### config.mk
export PLATFORM = sky130hd
export DESIGN_NAME = spi_flash_seq
export DESIGN_NICKNAME = d
export VERILOG_FILES = /design/src/rtl/spi_seq_pkg.sv /design/src/rtl/spi_op_decode.sv /design/src/rtl/spi_half_tick.sv /design/src/rtl/spi_flash_seq.sv
export SDC_FILE = /design/constraint.sdc
export NUM_CORES = 1
export LEC_CHECK = 0
export BUFFER_PORTS_ARGS = -buffer_cell sky130_fd_sc_hd__buf_2
export CAP_MARGIN = 10
export CORE_ASPECT_RATIO = 2
export CORE_MARGIN = 4
export CORE_UTILIZATION = 57
export CTS_BUF_LIST = sky130_fd_sc_hd__clkbuf_16
export DETAILED_ROUTE_END_ITERATION = 8
export PLACE_DENSITY = 0.8
export SLEW_MARGIN = 10
export SYNTH_ARGS = -nofsm -noshare
export SYNTH_HDL_FRONTEND = slang
export SYNTH_SLANG_ARGS = --single-unit
### constraint.sdc
create_clock -name clk -period 3.7 [get_ports clk]
set_input_delay 0.74 -clock clk [delete_from_list [all_inputs] [get_ports clk]]
set_output_delay 0.74 -clock clk [all_outputs]
set_load 0.005 [all_outputs]
### src/rtl/spi_seq_pkg.sv
// Shared types for the SPI flash command sequencer.
// Assumes: nothing beyond IEEE 1800-2017 packages.
package spi_seq_pkg;
    typedef enum logic [1:0] {DIR_NONE, DIR_RD, DIR_WR} dir_e;

    typedef struct packed {
        logic has_addr;  // three address bytes follow the opcode
        dir_e dir;       // data phase direction
        logic one_byte;  // data phase is fixed at a single byte
    } frame_t;

    typedef enum logic [1:0] {ST_IDLE, ST_LEAD, ST_SHIFT, ST_TRAIL} state_e;
endpackage

### src/rtl/spi_op_decode.sv
// Maps an opcode to the shape of its frame.
// Assumes: unknown opcodes are sent as opcode-only frames.
module spi_op_decode
    import spi_seq_pkg::*;
(
    input  logic [7:0] op,
    output frame_t     frm
);
    // Purpose: opcode to frame-shape lookup.
    always_comb begin
        frm = '{has_addr: 1'b0, dir: DIR_NONE, one_byte: 1'b0};
        case (op)
            8'h9F, 8'h05:                      frm.dir = DIR_RD;
            8'h01: begin                       frm.dir = DIR_WR; frm.one_byte = 1'b1; end
            8'hD8, 8'h52, 8'h20, 8'h36, 8'h39: frm.has_addr = 1'b1;
            8'h03, 8'h3C: begin                frm.has_addr = 1'b1; frm.dir = DIR_RD; end
            8'h02: begin                       frm.has_addr = 1'b1; frm.dir = DIR_WR; end
            default:                           frm = frm;
        endcase
    end
endmodule

### src/rtl/spi_half_tick.sv
// Emits a one-cycle tick every HALF clock cycles while enabled.
// Assumes: HALF >= 1. The counter restarts from zero whenever it is disabled.
module spi_half_tick #(
    parameter int HALF = 2
) (
    input  logic clk,
    input  logic rst_n,
    input  logic en,
    output logic tick
);
    localparam int CW = (HALF > 1) ? $clog2(HALF) : 1;
    localparam logic [CW-1:0] LAST = CW'(HALF - 1);

    logic [CW-1:0] cnt;

    assign tick = en && (cnt == LAST);

    // Purpose: divide the clock down to half-SCK periods.
    always_ff @(posedge clk) begin
        if (!rst_n || !en)  cnt <= '0;
        else if (tick)      cnt <= '0;
        else                cnt <= cnt + 1'b1;
    end
endmodule

### src/rtl/spi_flash_seq.sv
// Runs one SPI mode-0 flash transaction per start pulse: the opcode, then
// optional address bytes, then an optional data phase to or from a byte buffer.
// Assumes: CLK_DIV is even and >= 2; buf_rdata follows buf_addr in the same cycle.
module spi_flash_seq
    import spi_seq_pkg::*;
#(
    parameter int CLK_DIV = 4
) (
    input  logic        clk,
    input  logic        rst_n,
    input  logic        start,
    input  logic [7:0]  opcode,
    input  logic [23:0] flash_addr,
    input  logic [7:0]  len_m1,
    output logic        busy,
    output logic        done,
    output logic        sck,
    output logic        mosi,
    input  logic        miso,
    output logic        cs_n,
    output logic [7:0]  buf_addr,
    input  logic [7:0]  buf_rdata,
    output logic [7:0]  buf_wdata,
    output logic        buf_we
);
    localparam int HALF = CLK_DIV / 2;
    localparam int BW   = 9;  // byte index width: up to 4 + 256 bytes

    state_e      st;
    frame_t      frm_dec, frm_q;
    logic [7:0]  op_q, len_q;
    logic [23:0] addr_q;
    logic [7:0]  tx_sh, rx_sh;
    logic [2:0]  bit_cnt;
    logic [BW-1:0] byte_no, last_no, hdr, next_no, dlen;
    logic        tick, half_q, byte_end;
    logic [7:0]  next_byte;

    spi_op_decode u_dec (.op(opcode), .frm(frm_dec));

    spi_half_tick #(.HALF(HALF)) u_tick (
        .clk(clk), .rst_n(rst_n), .en(st != ST_IDLE), .tick(tick)
    );

    // Purpose: frame geometry from the latched opcode shape and length.
    always_comb begin
        hdr = frm_q.has_addr ? BW'(4) : BW'(1);
        if (frm_q.dir == DIR_NONE) dlen = '0;
        else if (frm_q.one_byte)   dlen = BW'(1);
        else                       dlen = BW'(len_q) + BW'(1);
        last_no = hdr + dlen - BW'(1);
        next_no = byte_no + BW'(1);
    end

    // Purpose: buffer index (the next byte to send, or the byte being received) and the next byte to send.
    always_comb begin
        if (frm_q.dir == DIR_WR) buf_addr = 8'(next_no - hdr);
        else                     buf_addr = 8'(byte_no - hdr);
        case (next_no[1:0])
            2'd1:    next_byte = addr_q[23:16];
            2'd2:    next_byte = addr_q[15:8];
            default: next_byte = addr_q[7:0];
        endcase
        if (next_no >= hdr)
            next_byte = (frm_q.dir == DIR_WR) ? buf_rdata : 8'h00;
    end

    assign byte_end  = (st == ST_SHIFT) && tick && sck && (bit_cnt == 3'd7);
    assign buf_we    = byte_end && (frm_q.dir == DIR_RD) && (byte_no >= hdr);
    assign buf_wdata = rx_sh;
    assign mosi      = (st == ST_LEAD || st == ST_SHIFT) ? tx_sh[7] : 1'b0;

    // Purpose: frame sequencer, SCK generation and shift registers.
    always_ff @(posedge clk) begin
        if (!rst_n) begin
            st      <= ST_IDLE;
            cs_n    <= 1'b1;
            sck     <= 1'b0;
            busy    <= 1'b0;
            done    <= 1'b0;
            half_q  <= 1'b0;
            op_q    <= '0;
            len_q   <= '0;
            addr_q  <= '0;
            frm_q   <= '{has_addr: 1'b0, dir: DIR_NONE, one_byte: 1'b0};
            tx_sh   <= '0;
            rx_sh   <= '0;
            bit_cnt <= '0;
            byte_no <= '0;
        end else begin
            done <= 1'b0;
            case (st)
                ST_IDLE: if (start) begin
                    op_q    <= opcode;
                    len_q   <= len_m1;
                    addr_q  <= flash_addr;
                    frm_q   <= frm_dec;
                    tx_sh   <= opcode;
                    byte_no <= '0;
                    bit_cnt <= '0;
                    cs_n    <= 1'b0;
                    busy    <= 1'b1;
                    st      <= ST_LEAD;
                end
                ST_LEAD: if (tick) st <= ST_SHIFT;
                ST_SHIFT: if (tick) begin
                    if (!sck) begin
                        sck   <= 1'b1;
                        rx_sh <= {rx_sh[6:0], miso};
                    end else begin
                        sck <= 1'b0;
                        if (bit_cnt == 3'd7) begin
                            bit_cnt <= '0;
                            if (byte_no == last_no) begin
                                half_q <= 1'b0;
                                st     <= ST_TRAIL;
                            end else begin
                                byte_no <= next_no;
                                tx_sh   <= next_byte;
                            end
                        end else begin
                            bit_cnt <= bit_cnt + 3'd1;
                            tx_sh   <= {tx_sh[6:0], 1'b0};
                        end
                    end
                end
                ST_TRAIL: if (tick) begin
                    if (half_q) begin
                        cs_n <= 1'b1;
                        busy <= 1'b0;
                        done <= 1'b1;
                        st   <= ST_IDLE;
                    end else begin
                        half_q <= 1'b1;
                    end
                end
                default: st <= ST_IDLE;
            endcase
        end
    end

    // the serial clock is idle low whenever chip select is released.
    a_r9_sck_idle_low: assert property (@(posedge clk) disable iff (!rst_n)
        cs_n |-> !sck);

    // MOSI holds while SCK stays high.
    a_r8_mosi_stable_high: assert property (@(posedge clk) disable iff (!rst_n)
        (sck && $past(sck)) |-> $stable(mosi));

    // done lasts one cycle and coincides with chip select release.
    a_r10_done_single: assert property (@(posedge clk) disable iff (!rst_n)
        done |=> !done);
    a_r10_done_at_release: assert property (@(posedge clk) disable iff (!rst_n)
        done |-> (cs_n && $past(!cs_n) && !busy));

    // the latched opcode and length do not change during a frame.
    a_r11_latch_held: assert property (@(posedge clk) disable iff (!rst_n)
        (busy && $past(busy)) |-> ($stable(op_q) && $stable(len_q)));

    // a received byte is never stored above the requested length.
    a_r7_store_in_range: assert property (@(posedge clk) disable iff (!rst_n)
        buf_we |-> (buf_addr <= len_q));
endmodule

# Word level (Yosys, flattened, before mapping)
# Index checks and enable logic that the tools add are counted.
# word_totals
ff_bits,72
latch_bits,0
mem_bits_rw,0
romBits,0
in_bits,52
out_inout_bits,22
elab_cells,140
mem_count,0
# op_classes
addsub,8
multipliers,0
div_mod_pow,0
magnitude_cmp,2
n_eq_ne,30
shift,0
n_mux,53
bitwise,1
n_reduce_logical,30
# op_table
operator,count
8-bit 2-to-1 mux,8
9-bit 2-to-1 mux,7
8-bit by 6-bit equality test with 1-bit output (second input constant),4
8-bit one-hot mux with 2 select lines,2
9-bit by 3-bit greater-or-equal comparator with 1-bit output,2
9-bit one-hot mux with 2 select lines,1
8-bit by 2-bit equality test with 1-bit output (second input constant),2
8-bit equality test (second input constant),2
1-bit 2-to-1 mux,16
2-bit 2-to-1 mux,8
8-bit by 3-bit subtractor with 8-bit output,2
3-bit 2-to-1 mux,5
2-bit != test (second input constant),7
6-bit AND reduction,2
3-bit by 9-bit adder with 9-bit output,1
8-bit by 1-bit adder with 9-bit output (second input constant),1
9-bit by 1-bit adder with 9-bit output (second input constant),1
9-bit equality test,1
9-bit by 1-bit subtractor with 9-bit output (second input constant),1
2-bit equality test (second input constant),4
8-bit by 1-bit equality test with 1-bit output (second input constant),1
8-bit by 3-bit equality test with 1-bit output (second input constant),1
8-bit by 7-bit equality test with 1-bit output (second input constant),1
2-bit one-hot mux with 4 select lines,1
23 further kinds,43

# Longest topological paths before layout
# depth
ltp_word,11
depth_mapped,16
ltp_nobuf,15

# Hierarchy
# From an unflattened synthesis, not the netlist that was laid out.
# hier_totals
cells_unflattened,614
area_unflattened_um2,4926.0
# by_module_without_submodules
mod,instances,cells_each,area_per_inst_um2,seq_area_each_um2
spi_flash_seq,1,579,4673.2,1421.4
spi_op_decode,1,32,216.5,0.0
spi_half_tick,1,3,36.3,20.0

# Least setup slack after synthesis
# Ideal clock, no wire load.
# synth_timing
path_type,register to register
from,register len_q[0]
to,register byte_no[8]
setup_time_ns,0.122
arrival_ns,3.310
required_ns,3.578
setup_slack_ns,0.268
path_stages_with_launch,17
n_path_buf,1
synth_period_minus_slack_ns,3.432
path_cell_list,dfxtp_1 -> ha_1 -> xor2_1 -> nand2_1 -> ha_1 -> inv_1 -> ha_1 -> a21oi_1 -> nand2_1 -> a31o_1 -> a41oi_2 -> xnor2_1 -> and4_4 -> a31oi_1 -> buf_2 -> and3_1 -> a221o_1
# synth_via
elab_chain_cells,8
# synth_lines
element,line,rtl
start: declaration,spi_flash_seq.sv:31,"logic [7:0] op_q, len_q;"
start signal: assignment,spi_flash_seq.sv:95,len_q <= len_m1;
8-bit by 1-bit adder with 9-bit output,spi_flash_seq.sv:50,else dlen = BW'(len_q) + BW'(1);
9-bit 2-to-1 mux,spi_flash_seq.sv:49,else if (frm_q.one_byte) dlen = BW'(1);
9-bit 2-to-1 mux,spi_flash_seq.sv:48,if (frm_q.dir == DIR_NONE) dlen = '0;
3-bit by 9-bit adder with 9-bit output,spi_flash_seq.sv:51,last_no = hdr + dlen - BW'(1);
9-bit by 1-bit subtractor with 9-bit output,spi_flash_seq.sv:51,
9-bit equality test,spi_flash_seq.sv:114,if (byte_no == last_no) begin
2-bit != test (no source line),n/a,
6-bit AND reduction (no source line),n/a,
end signal: assignment,spi_flash_seq.sv:118,byte_no <= next_no;
end: declaration,spi_flash_seq.sv:35,"logic [BW-1:0] byte_no, last_no, hdr, next_no, dlen;"
# Every way passes these cells.
# A chain may end at the register's enable or synchronous reset.

# Worst setup path after layout
# layout_timing
from,register frm_q[2] in the netlist's numbering
to,output buf_addr[6]
# layout_via
elab_chain_cells,2
# layout_lines
element,line,rtl
start: declaration,spi_flash_seq.sv:30,"frame_t frm_dec, frm_q;"
start signal: assignment,spi_flash_seq.sv:85,"frm_q <= '{has_addr: 1'b0, dir: DIR_NONE, one_byte: 1'b0};"
start signal: assignment,spi_flash_seq.sv:97,frm_q <= frm_dec;
2-bit equality test,spi_flash_seq.sv:57,if (frm_q.dir == DIR_WR) buf_addr = 8'(next_no - hdr);
8-bit 2-to-1 mux,spi_flash_seq.sv:57,
end: declaration,spi_flash_seq.sv:21,"output logic [7:0] buf_addr,"
# Every way passes these cells.

==> qor.csv <==
stage,metric,value,unit
clock_network,cts_root_buf,clkbuf_16,
global_routing,grt_pass1_wl,19470,um
timing,tns,0,ns
clock_network,cts_sinks,72,
clock_network,clkTransAtPathRegs,0.06,ns
power_and_ir_drop,power.leakage,2.329,nW
placement,dp_hpwl,9365,um
clock_network,cts_buffer_depth,2,
route,drc,0,
floorplanning,rows,46,
synth,synthCells,625,
worst_setup_path,reg2reg_from,len_q[1],
timing,clock_skew,0.005092,ns
timing,worst_pin_slew,0.8060,ns
power_and_ir_drop,peakVddDrop,0.5454,mV
clock_network,tritoncts,built,
route,vias,4686,
route,antenna_left,0,
worst_setup_path,critPathArrivalTime,2.76,ns
route,initialDrtViolationCount,266,
synth,synth_top_area_share,30.95,%
global_routing,grt_max_degree,58,
hold_path,holdPathStages,2,
worst_setup_path,critPathMaxStageDelay,0.36,ns
worst_setup_path,critPathKind,reg2out,
synth,synthTopCellsByArea,"dfxtp_1 31%, nand2_1 12%, a21oi_1 6.8%, ha_1 6.4%, nor2_1 4.1%",
timing,final_max_slew_viol_count,0,
synth,ys.flop_type,dfxtp_1,
timing,rsz0062_at_grt,no,
timing,relSlewSlack,46.27,%
final_layout,antennaDiodeCount,0,
global_routing,grtUsageTotal,25.35,%
synth,synth.distinct_cells,64,
synth,synth_edf_count,0,
final_layout,nets,772,
global_routing,grt-ovfl-total,0,
global_routing,grt_pass1_vias,4500,
synth,async_flop_share,0,%
route,drt-total-wl,12720,um
floorplanning,ioPinCount,74,
placement,placed_cell_area,0.005114,mm^2
hold_path,hold_path.class,reg2reg,
synth,synth_top_area_cell,dfxtp_1,
hold_path,hold_end,addr_q[18],
floorplanning,core_area,0.007943,mm^2
floorplanning,die_w,71.92,um
hold_path,hold_start,addr_q[18],
status,status,completed,
worst_setup_path,r2r_setup_slack,0.23,ns
worst_setup_path,rr_endpoint,byte_no[3],
worst_setup_path,endpoint_kind,primary output,
route,routedWlPerCell,16.00,um
placement,place_congestion,0.8743,
synth,seq_area_frac_synth,30.95,%
placement,portBuffers,73,
synth,synth-seq-cells,72,
final_layout,drive_above_1_share,20.17,%
route,drtPass1Iterations,7,
global_routing,antenna_found_initial,0,
floorplanning,die_h,135.8,um
timing,setup_viol,0,
route,viasPerCell,5.894,
synth,avgSynthCellArea,7.451,um^2
synth,ys_warn_count,0,
worst_setup_path,start_kind,register,
power_and_ir_drop,power_density,591.3,mW/mm^2
worst_setup_path,critical-path-top-delay-family,buffers and inverters,
final_layout,area_growth_syn_to_layout,18.73,%
worst_setup_path,startpoint,frm_q[2],
power_and_ir_drop,p_total,3.269,mW
worst_setup_path,reg2reg_depth,17,
final_layout,final_area,0.005529,mm^2
timing,max_freq,0.2855,GHz
timing,post-route-min-period,3.502,ns
clock_network,hold_buffers,0,
synth,syn_nets,702,
job,cap_violations,0,
floorplanning,initial_core_util,58.63,%
floorplanning,die_area,0.009768,mm^2
worst_setup_path,cp_slowest_cell,ha_1,
clock_network,clkLatencyLatePin,0.34,ns
clock_network,cts_buffers,9,
worst_setup_path,path_max_fanout,8,
worst_setup_path,path_buf_inv,3,
worst_setup_path,path_cells,"buf_4, nor2b_1, buf_4, nand2_1, xnor2_1, ha_1, a21oi_1, nand2_1, mux2_2, a31oi_1, xnor2_1, buf_2",
timing,hold_viol,0,
synth,synth_area,0.004657,mm^2
worst_setup_path,cp.required,2.96,ns
clock_network,cts.htree.levels,3,
timing,finalCritPeriodShare,94.66,%
## cells in the final DEF, fill, tap and decap left out, drive strengths merged, types with 5 or more instances in the layout
cell and n:
a211oi 9, a21oi 63, a22oi 9, a31oi 9
a41oi 6, and2 5, buf 95, clkbuf 9
clkinv 6, dfxtp 72, ha 24, inv 28
nand2 148, nand2b 7, nand3 17, nand4 5
nor2 51, nor2b 5, nor3 9, nor4 5
o21ai 17, o22ai 8, xnor2 24, xor2 13
## per-stage QoR
stage | hold slack [ns] | utilization (%) | setup WS (ns) | cells
final | 0.4533 | 69.61 | 0.1977 | 795
after global routing | 0.4685 | 69.61 | 0.001210 | 795
after CTS | 0.4526 | 68.07 | 0.04068 | 788
after detailed placement | 0.4426 | 64.38 | -0.06035 | 773
after global placement | 0.4324 | 64.38 | 0.1641 | 773
after floorplan | 0.4179 | - | 0.2677 | 625
## routing by layer
layer	track usage, %	routed length, um	vias up
li1	-	-	2302
met1	23.65	4469	2177
met2	48.26	7036	155
met3	4.663	578	52
met4	16.42	633	0
met5	0	0	-
## timing repair
action | CTS | global route
buffers inserted | 0 | 6
pin swaps | 0 | 8
resized for setup | 1 | 14
endpoints found under the hold margin | 0 | 0
cloned | 0 | 1
endpoints found under the setup margin | 5 | 21
## cell usage after synthesis (all sizes together), types with 9 or more instances
library cell	count
nand3	17
xor2	13
a211oi	9
nor3	9
nor2	51
nand2	148
a21oi	63
a22oi	9
clkbuf	30
a31oi	9
ha	24
inv	29
xnor2	24
o21ai	17
dfxtp	72
## cells by family after synthesis
| logic type | count (synthesis) | share of synthesized area (%) |
|---|---|---|
| XOR/XNOR | 37 | 7.442 |
| flip-flops | 72 | 30.95 |
| AND/OR/NAND/NOR | 268 | 25.93 |
| adder cells (fa/ha/maj) | 25 | 6.878 |
| AO/OA/AOI/OAI | 150 | 21.68 |
| buffers and inverters | 66 | 5.535 |
| multiplexers | 7 | 1.585 |
## power by group
part           leakage, nW  total (mW)  internal [mW]  switching (mW)
sequential           0.590       0.989          0.902          0.0869
clock                0.143       0.845          0.515           0.330
combinational         1.60        1.44          0.617           0.819
## tightest hold or removal path, delay by kind of cell (launching register included)
| kind | cells | cell delay, ns |
|---|---|---|
| and+or+nand+nor | 1 | 0.05 |
| AOI/OAI and AO/OA | 1 | 0.05 |
| DFF | 1 | 0.31 |
## how the worst max path moves through the flow
stage / endpoint / slack [ns] / depth (start not counted)
floorplan: byte_no[8] / 0.27 / 16
global placement: byte_no[3] / 0.16 / 16
detailed placement: byte_no[6] / -0.06 / 16
CTS: byte_no[3] / 0.04 / 16
global route: buf_addr[6] / 0.001 / 12
finish: buf_addr[6] / 0.20 / 12
## sequential cells by signal (all words and copies together), names as in the netlist, 2 cells and up
name and count:
buf_wdata 8, len_q 8, bit_cnt 3, addr_q 24, st 2, frm_q 4, tx_sh 8, byte_no 9
## area by class of cell
class | count | area (um^2)
Clock buffer | 9 | 225.2
Tap cell | 96 | 120.1
Sequential cell | 72 | 1448
Multi-Input combinational cell | 488 | 3035
Fill cell | 648 | 2414
Clock inverter | 6 | 61.31
Timing Repair Buffer | 95 | 530.5
Inverter | 29 | 108.9
(Power assumes the default switching activity.)
